File: src/rtl/strap_pkg.sv
package strap_pkg;
  localparam int N_BOOT_FLAGS_DEF = 6;
  localparam int SOCK_ID_W_DEF    = 2;
  localparam int N_CORES_DEF      = 4;
  // boot flag bit positions
  localparam int FLG_SVC_BOOT   = 0;
  localparam int FLG_TRUST_PLAT = 1;
  localparam int FLG_SEQ_HALT   = 2;
  localparam int FLG_FW_AGENT   = 3;
  localparam int FLG_TRUST_AGT  = 4;
  localparam int FLG_SAFE_BOOT  = 5;
endpackage

File: src/rtl/edge_det.sv
module edge_det #(
  parameter int W = 2
) (
  input  logic         clk,
  input  logic         rst,
  input  logic [W-1:0] d,
  output logic [W-1:0] rise
);
  logic [W-1:0] d_q;

  always_ff @(posedge clk) begin
    if (rst) d_q <= '0;
    else     d_q <= d;
  end

  always_comb rise = d & ~d_q;
endmodule

File: src/rtl/strap_latch.sv
module strap_latch #(
  parameter int W = 1
) (
  input  logic         clk,
  input  logic         rst,
  input  logic         clr,
  input  logic         load,
  input  logic [W-1:0] d,
  output logic [W-1:0] q
);
  always_ff @(posedge clk) begin
    if (rst || clr) q <= '0;
    else if (load)  q <= d;
  end
endmodule

File: src/rtl/strap_sampler.sv
module strap_sampler
  import strap_pkg::*;
#(
  parameter int N_BOOT_FLAGS = N_BOOT_FLAGS_DEF,
  parameter int SOCK_ID_W    = SOCK_ID_W_DEF,
  parameter int N_CORES      = N_CORES_DEF
) (
  input  logic                    clk,
  input  logic                    rst,
  input  logic                    sys_rst_n,
  input  logic                    pwr_ok,
  input  logic                    strap_hiz_n,
  input  logic                    strap_selftest,
  input  logic [N_BOOT_FLAGS-1:0] strap_boot_flags,
  input  logic [SOCK_ID_W-1:0]    strap_sock_id,
  input  logic                    cd_we,
  input  logic [N_CORES-1:0]      cd_wdata,
  output logic                    out_hiz,
  output logic                    selftest_req,
  output logic [N_BOOT_FLAGS-1:0] boot_flags_o,
  output logic [SOCK_ID_W-1:0]    sock_id_o,
  output logic [N_CORES-1:0]      cd_rdata,
  output logic                    cfg_valid
);
  localparam int PG_W = N_BOOT_FLAGS + SOCK_ID_W;

  logic [1:0] rises;
  logic       rst_rel, pg_rise, pg_lost;

  edge_det #(.W(2)) u_edges (
    .clk (clk),
    .rst (rst),
    .d   ({pwr_ok, sys_rst_n}),
    .rise(rises)
  );

  assign rst_rel = rises[0];
  assign pg_rise = rises[1];
  assign pg_lost = ~pwr_ok;

  // reset-release group: float request is taken from an active-low strap
  strap_latch #(.W(2)) u_rst_grp (
    .clk (clk),
    .rst (rst),
    .clr (pg_lost),
    .load(rst_rel),
    .d   ({~strap_hiz_n, strap_selftest}),
    .q   ({out_hiz, selftest_req})
  );

  // power-good group
  strap_latch #(.W(PG_W)) u_pg_grp (
    .clk (clk),
    .rst (rst),
    .clr (pg_lost),
    .load(pg_rise),
    .d   ({strap_sock_id, strap_boot_flags}),
    .q   ({sock_id_o, boot_flags_o})
  );

  // firmware core disable mask
  strap_latch #(.W(N_CORES)) u_core_mask (
    .clk (clk),
    .rst (rst),
    .clr (pg_lost),
    .load(cd_we),
    .d   (cd_wdata),
    .q   (cd_rdata)
  );

  always_ff @(posedge clk) begin
    if (rst) cfg_valid <= 1'b0;
    else     cfg_valid <= pg_rise | (rst_rel & pwr_ok);
  end

  // ---------------- assertions ----------------
  p_rst_clear_r1: assert property (@(posedge clk)
    rst |=> (cfg_valid == 1'b0 && cd_rdata == '0 && sock_id_o == '0));

  p_hiz_capture_r2: assert property (@(posedge clk) disable iff (rst)
    (rst_rel && pwr_ok) |=> (out_hiz == !$past(strap_hiz_n)));

  p_selftest_capture_r3: assert property (@(posedge clk) disable iff (rst)
    (rst_rel && pwr_ok) |=> (selftest_req == $past(strap_selftest)));

  p_sock_capture_r4: assert property (@(posedge clk) disable iff (rst)
    pg_rise |=> (sock_id_o == $past(strap_sock_id) &&
                 boot_flags_o == $past(strap_boot_flags)));

  p_pg_hold_r5: assert property (@(posedge clk) disable iff (rst)
    (!pg_rise && pwr_ok) |=> $stable(sock_id_o));

  p_pg_drop_r6: assert property (@(posedge clk) disable iff (rst)
    !pwr_ok |=> (!out_hiz && !selftest_req && boot_flags_o == '0 &&
                 sock_id_o == '0 && cd_rdata == '0));

  p_mask_write_r7: assert property (@(posedge clk) disable iff (rst)
    (cd_we && pwr_ok) |=> (cd_rdata == $past(cd_wdata)));

  p_valid_cause_r8: assert property (@(posedge clk) disable iff (rst)
    cfg_valid |-> $past(pg_rise || (rst_rel && pwr_ok)));
endmodule

File: config.mk
export PLATFORM = sky130hd
export DESIGN_NAME = strap_sampler
export DESIGN_NICKNAME = d
export VERILOG_FILES = /design/src/rtl/strap_pkg.sv /design/src/rtl/edge_det.sv /design/src/rtl/strap_latch.sv /design/src/rtl/strap_sampler.sv
export SDC_FILE = /design/constraint.sdc
export NUM_CORES = 1
export LEC_CHECK = 0
export ABC_CLOCK_PERIOD_IN_PS = 1000
export BUFFER_PORTS_ARGS = -buffer_cell sky130_fd_sc_hd__buf_2
export CAP_MARGIN = 20
export CORE_UTILIZATION = 30
export CTS_BUF_LIST = sky130_fd_sc_hd__clkbuf_4 sky130_fd_sc_hd__clkbuf_8 sky130_fd_sc_hd__clkbuf_16
export DETAILED_ROUTE_END_ITERATION = 10
export PLACE_DENSITY_LB_ADDON = 0.3
export SYNTH_ARGS = -nofsm -noshare
export SYNTH_HDL_FRONTEND = slang
export SYNTH_SLANG_ARGS = --single-unit
export TNS_END_PERCENT = 1
File: constraint.sdc
create_clock -name clk -period 1 [get_ports clk]
set_clock_uncertainty 0.15 [all_clocks]
set_input_delay 0.1 -clock clk [delete_from_list [all_inputs] [get_ports clk]]
set_output_delay 0.1 -clock clk [all_outputs]
set_load 0.005 [all_outputs]
==> flow_summary_export.csv, run 1 <==
group,metric,value,unit
min_path,hold_class,"input pin to register",
logic_synthesis,synthMuxAreaShare,0.2016,
logic_synthesis,synth_top_area_cell,"dfxtp_1",
run,drv_cap,0,
drt,drtIter0Drc,0,
placed_design,gp_congestion,0.6325,
floorplan,die_w,48.39,um
logic_synthesis,synth_cells,55,
cells_and_area,n_antenna_cell,0,
logic_synthesis,yosysWarnings,0,
logic_synthesis,yosysMostFrequentCell,"dfxtp_1",
logic_synthesis,synth_adder_area_share,0,
cts,clk_path_buf_depth,2,
logic_synthesis,synth_ff_type,"dfxtp_1",
logic_synthesis,synthSimpleGateAreaFrac,0.1725,
sta,final_hold_viol_count,0,
power,combPwrFrac,0.158,
setup_path,critPathCaptureType,"register",
power,power_frac_clock,0.289,
cells_and_area,fin_nets,126,
logic_synthesis,synth_nets,74,
drt,drc,0,
logic_synthesis,avgSynthCellArea,11.74,um2
setup_path,crit_path_top_delay_cell,"dfxtp_2",
sta,setup_violations,0,
drt,wirelength,1225,um
cts,cts_max_level,1,
cts,cts_tree,"done",
logic_synthesis,synthDistinctLibCells,14,
floorplan,num_rows,16,
setup_path,cp.required,1030,ps
sta,rsz0062_at_grt,"true",
setup_path,cp_top_family,"flip-flops",
drt,vias,536,
status,status,"complete, no violations",
setup_path,path_max_fanout,4,
cts,post_cts_buffers,0,
sta,tightest_slew,236.6,ps
setup_path,path_cells,"nor2b_4 -> mux2i_1 -> nor2_1",
sta,tns,0,ps
logic_synthesis,netlist.area_leader.share,0.5271,
sta,period_minus_slack,982.2,ps
drt,drt-wirelength-per-cell,9.211,um
cts,insertion_delay,280,ps
cts,clkSinkCount,17,
power,switching_power,0.2851,mW
setup_path,path_buf_inv,0,
placed_design,numPortBuffers,33,
drt,vias_per_cell,4.030,
placed_design,hpwl,812.6,um
floorplan,die_y,48.39,um
logic_synthesis,synth-compound-area-share,0.01938,
sta,drv_slew,0,
sta,period_share,0.9822,
grt,antenna_found_initial,0,
logic_synthesis,ys_seq_area_frac,0.5271,
floorplan,core,2002,um2
sta,slew_headroom,0.8422,
grt,globalRouteOverflowTotal,0,
cts,clockRootBuffer,"clkbuf_4",
sta,fmax,1.018,GHz
setup_path,crit_path_max_incr_delay,340,ps
cells_and_area,drive_above_1_share,0.6321,
cts,cts_made_buffers,3,
logic_synthesis,synth_area_leaders,"dfxtp_1 53%, mux2i_1 20%, nor2_2 8.7%",
grt,grt_pass1_wl,2111,um
power,leakage,0.5074,nW
sta,hold_slack,5.584,ps
power,p_seq_frac,0.553,
drt,ant_nets,0,
power,ir_worst_vdd,788.9,uV
floorplan,die-area,2342,um2
logic_synthesis,ys_ff_latch,17,
floorplan,ioPinCount,34,
grt,grt_pass1_vias,545,
setup_path,critical_path_class,"register to register",
cells_and_area,final_util,0.5194,
setup_path,cp.arrival,1010,ps
logic_synthesis,synth_commonest_cells,"17 x dfxtp_1, 13 x mux2i_1, 9 x nor2_2",
drt,first_pass_iters,1,
logic_synthesis,synth-edff-count,0,
cts,clk_pin_slew_worst_paths,90,ps
logic_synthesis,syn_area,645.6,um2
cells_and_area,areaGrowthSynthToFinish,61.05,%
grt,grt_max_degree,17,
power,p_sw_frac,0.2182,
logic_synthesis,async_reset_ff_frac,0,
power,powerDensity,1257,nW/um2
logic_synthesis,synth-xor-area-share,0,
logic_synthesis,synth_top_family_by_area,"multiplexers",
grt,grt_usage,0.1189,
setup_path,worst_setup_path_start_kind,"register",
power,p_int,1.022,mW
floorplan,start_util,0.3225,
[final cells by class]
type	instances	area (um2)
Fill cell	197	962.2
Sequential cell	17	360.3
Timing Repair Buffer	51	354.1
Multi-Input combinational cell	32	254.0
Tap cell	27	33.78
Clock buffer	4	30.03
Inverter	2	7.507
[cells in the final DEF (no fill, tap or decap), drive strengths merged]
cell | Yosys | layout
nor2b | 1 | 1
dlygate4sd3 | 0 | 16
a211oi | 1 | 1
inv | 2 | 2
buf | 3 | 35
a21oi | 1 | 1
and2b | 1 | 1
dfxtp | 17 | 17
nand2b | 1 | 1
mux2i | 13 | 13
clkbuf | 1 | 4
nor2 | 14 | 14
[layer usage]
layer,global-route usage,share of wire,wire length [um],up-vias
li1,-,-,-,277
met1,0.1107,0.42,515,234
met2,0.2230,0.50,616,25
met3,0.03774,0.077,94,0
met4,0.07353,0,0,0
met5,0,0,0,-
[worst paths after layout]
path,from,to,slack [ps],depth (start not counted)
worst min-delay path,cd_we,u_core_mask.q[3]$_SDFFE_PP0P_,6,3
worst min register to register,u_pg_grp.q[5]$_SDFFE_PP0P_,u_pg_grp.q[5]$_SDFFE_PP0P_,340,2
worst max register to register,u_edges.d_q[0]$_SDFF_PP0_,u_rst_grp.q[0]$_SDFFE_PP0P_,20,3
worst max-delay path,u_edges.d_q[0]$_SDFF_PP0_,u_rst_grp.q[0]$_SDFFE_PP0P_,20,3
[power by group through the flow]
stage	registers (mW)	clock network [mW]	logic [mW]
finish	0.723	0.377	0.207
global route	0.727	0.442	0.228
CTS	0.719	0.404	0.204
detailed placement	0.733	0	0.157
global placement	0.732	0	0.154
floorplan	0.735	0	0.0978
[timing repair]
action | CTS | global route
gates resized for setup | 4 | 15
endpoints found under the setup margin | 6 | 24
hold buffers | 16 | 0
hold endpoints to repair | 15 | 0
[registers in the layout, summed over array words and instances, names as in the netlist]
name           flops
u_pg_grp.q         8
u_core_mask.q      4
u_edges.d_q        2
u_rst_grp.q        2
cfg_valid          1
[per-stage QoR]
step,cells,power (mW),area (um2),setup slack [ps]
final,133,1.307,1040,17.83
after global routing,133,1.396,1040,-50.99
after detailed placement,113,0.8898,815.8,8.191
after global placement,113,0.8860,815.8,12.75
after floorplan,55,0.8332,645.6,30.29
after CTS,133,1.327,1011,0.7045
[worst register-to-register path, delay by kind of cell (launching register included)]
family	cells	cell delay [ps]
flip-flops	1	340
multiplexers	1	200
AND/OR/NAND/NOR	2	190
[logic make-up (layout without fill, tap and decap cells)]
group           after synthesis  after routing
flops                        17             17
simple gates                 17             17
mux                          13             13
buf+inv                       6             57
compound gates                2              2
(Power assumes the default switching activity.)
==> run 2, diff against run 1 <==
- ABC_AREA: unset -> 1
==> flow_summary_export.csv, run 2 <==
group,metric,value,unit
cells_and_area,n_fill_cell,173,
cells_and_area,n_antenna_cell,0,
power,p_sw_frac,0.2373,
cts,clkSinkCount,17,
cells_and_area,drive_above_1_share,0.5303,
sta,tns,0,ps
drt,wirelength,1575,um
logic_synthesis,yosysWarnings,0,
logic_synthesis,synth-edff-count,0,
power,power_frac_clock,0.286,
sta,tightest_slew,230.5,ps
logic_synthesis,synth_cells,75,
grt,grt_pass1_wl,2166,um
grt,grt_pass1_vias,566,
grt,globalRouteOverflowTotal,0,
floorplan,die-area,2146,um2
placed_design,dpl_worst_slack,-16.08,ps
sta,setup_ws,7.858,ps
sta,fmax,1.008,GHz
placed_design,placed_cell_area,789.5,um2
floorplan,num_rows,15,
placed_design,numPortBuffers,33,
cells_and_area,largest_registers,"u_pg_grp.q x8, u_core_mask.q x4",
sta,setup_violations,0,
status,violations,"hold timing",
logic_synthesis,avgSynthCellArea,7.858,um2
logic_synthesis,ys_seq_area_frac,0.5775,
grt,grt_usage,0.1516,
cells_and_area,postLayoutCellArea,1089,um2
floorplan,start_util,0.3305,
power,p_int,1.035,mW
cells_and_area,fin_nets,152,
drt,drt-wirelength-per-cell,10.03,um
cts,clk_path_buf_depth,2,
cts,cts_tree,"done",
drt,drtIter0Drc,4,
status,status,"finished, violations left",
power,switching_power,0.3220,mW
cells_and_area,largest_register,"u_pg_grp.q",
min_path,hold_class,"input pin to register",
placed_design,gp_congestion,0.6858,
grt,antenna_found_initial,0,
logic_synthesis,synth_nets,94,
logic_synthesis,synth_area_leaders,"dfxtp_1 58%, nor2_1 15%, nand2_1 7.0%",
placed_design,hpwl,913.8,um
cts,cts_made_buffers,3,
logic_synthesis,synth_top_area_cell,"dfxtp_1",
power,powerDensity,1247,nW/um2
cells_and_area,final_cells,157,
cells_and_area,areaGrowthSynthToFinish,84.71,%
cts,insertion_delay,290,ps
logic_synthesis,syn_area,589.3,um2
setup_path,crit_path_top_delay_cell,"dfxtp_2",
cells_and_area,final_cell_mix,"27 x buf_2, 23 x nor2_1, 15 x dlygate4sd3_1, 15 x dfxtp_2, 10 x nand2_1",
power,ir_worst_vdd,1058,uV
sta,slew_headroom,0.8457,
cts,clockRootBuffer,"clkbuf_4",
drt,vias_per_cell,4.236,
setup_path,cp.required,750,ps
power,p_seq_frac,0.540,
setup_path,worst_setup_path_start_kind,"register",
power,leakage,0.5360,nW
setup_path,critical_path_class,"register to primary output",
cells_and_area,final_util,0.6105,
sta,period_share,0.9921,
setup_path,path_buf_inv,1,
setup_path,crit_path_max_incr_delay,340,ps
drt,ant_nets,0,
setup_path,cp.arrival,740,ps
floorplan,die_w,46.32,um
floorplan,die_y,46.32,um
setup_path,path_cells,"buf_2",
logic_synthesis,async_reset_ff_frac,0,
sta,drv_slew,0,
cells_and_area,final_common_cell,"buf_2",
setup_path,path_max_fanout,2,
power,combPwrFrac,0.174,
cts,cts_max_level,1,
setup_path,cp_top_family,"flip-flops",
drt,first_pass_iters,4,
setup_path,critPathCaptureType,"primary output",
logic_synthesis,netlist.area_leader.share,0.5775,
logic_synthesis,synthDistinctLibCells,12,
drt,drc,0,
drt,vias,665,
cts,clk_pin_slew_worst_paths,90,ps
sta,rsz0062_at_grt,"true",
floorplan,ioPinCount,34,
logic_synthesis,synth_commonest_cells,"24 x nor2_1, 17 x dfxtp_1, 11 x nand2_1",
sta,final_hold_viol_count,2,
grt,grt_max_degree,10,
cells_and_area,largest_register_ffs,8,
logic_synthesis,ys_ff_latch,17,
sta,hold_slack,-77.19,ps
cts,cts_hold_buf,15,
logic_synthesis,synth_ff_type,"dfxtp_1",
logic_synthesis,yosysMostFrequentCell,"nor2_1",
sta,period_minus_slack,992.1,ps
placed_design,dp_cells,134,
floorplan,core,1783,um2
run,drv_cap,0,
==> run 2: cell types whose count changed in the layout (fill, tap and decap cells not counted), moves of 4 or more <==
cell     previous run  this run
nor2_1              5        23
mux2i_1            13         0
nand2_1             0        10
nor2_2              9         2
buf_4               0         6
buf_2              32        27
o21ai_2             0         4
==> run 2: final timing paths <==
check | from | end | slack (ps) | depth (start not counted)
hold reg to reg | u_core_mask.q[2]$_SDFFE_PP0P_ | u_core_mask.q[2]$_SDFFE_PP0P_ | 320 | 2
setup / recovery | u_pg_grp.q[6]$_SDFFE_PP0P_ | sock_id_o[0] | 8 | 1
setup reg to reg | u_edges.d_q[1]$_SDFF_PP0_ | u_pg_grp.q[2]$_SDFFE_PP0P_ | 40 | 4
hold / removal | rst | u_rst_grp.q[0]$_SDFFE_PP0P_ | -80 | 4
==> run 2: cells by family (layout without fill, tap and decap cells) <==
logic type | after synthesis | after routing | share of synthesized area
compound gates | 12 | 12 | 0.1083
simple gates | 38 | 38 | 0.2505
flops | 17 | 17 | 0.5775
buf+inv | 8 | 65 | 0.06368
==> run 2: repair_timing <==
action,in CTS,in global routing
gates resized for setup,8,24
hold endpoints to repair,15,2
setup buffers,0,4
setup endpoints to repair,15,24
==> run 2: power groups by stage <==
stage | logic [mW] | registers, mW | clock network (mW)
2_1_floorplan | 0.0675 | 0.744 | 0
3_3_place_gp | 0.149 | 0.741 | 0
3_5_place_dp | 0.150 | 0.741 | 0
4_1_cts | 0.196 | 0.729 | 0.405
5_1_grt | 0.262 | 0.736 | 0.429
6_report | 0.236 | 0.733 | 0.388
==> run 2: cell type report <==
cell class	instances	area, um2	area share
clock buffers	4	30.03	0.02759
multi-input cells	50	244.0	0.2241
inverters	7	26.28	0.02414
well taps	25	31.28	0.02874
flip-flops and latches	17	359.1	0.3299
repair buffers	54	397.9	0.3655
==> run 2: routing by layer <==
layer,share of wire,vias up,wire length [um],global-route usage
li1,-,346,-,-
met1,0.41,285,641,0.1524
met2,0.52,29,818,0.2611
met3,0.048,5,75,0.04706
met4,0.025,0,39,0.1059
met5,0,-,0,0
==> run 2: stage by stage <==
| stage | power (mW) | hold slack [ps] |
|---|---|---|
| after global routing | 1.428 | -65.63 |
| after global placement | 0.8898 | 135.8 |
| after CTS | 1.330 | -81.93 |
| after floorplan | 0.8115 | 22.38 |
| after detailed placement | 0.8910 | 138.8 |
| final | 1.357 | -77.19 |
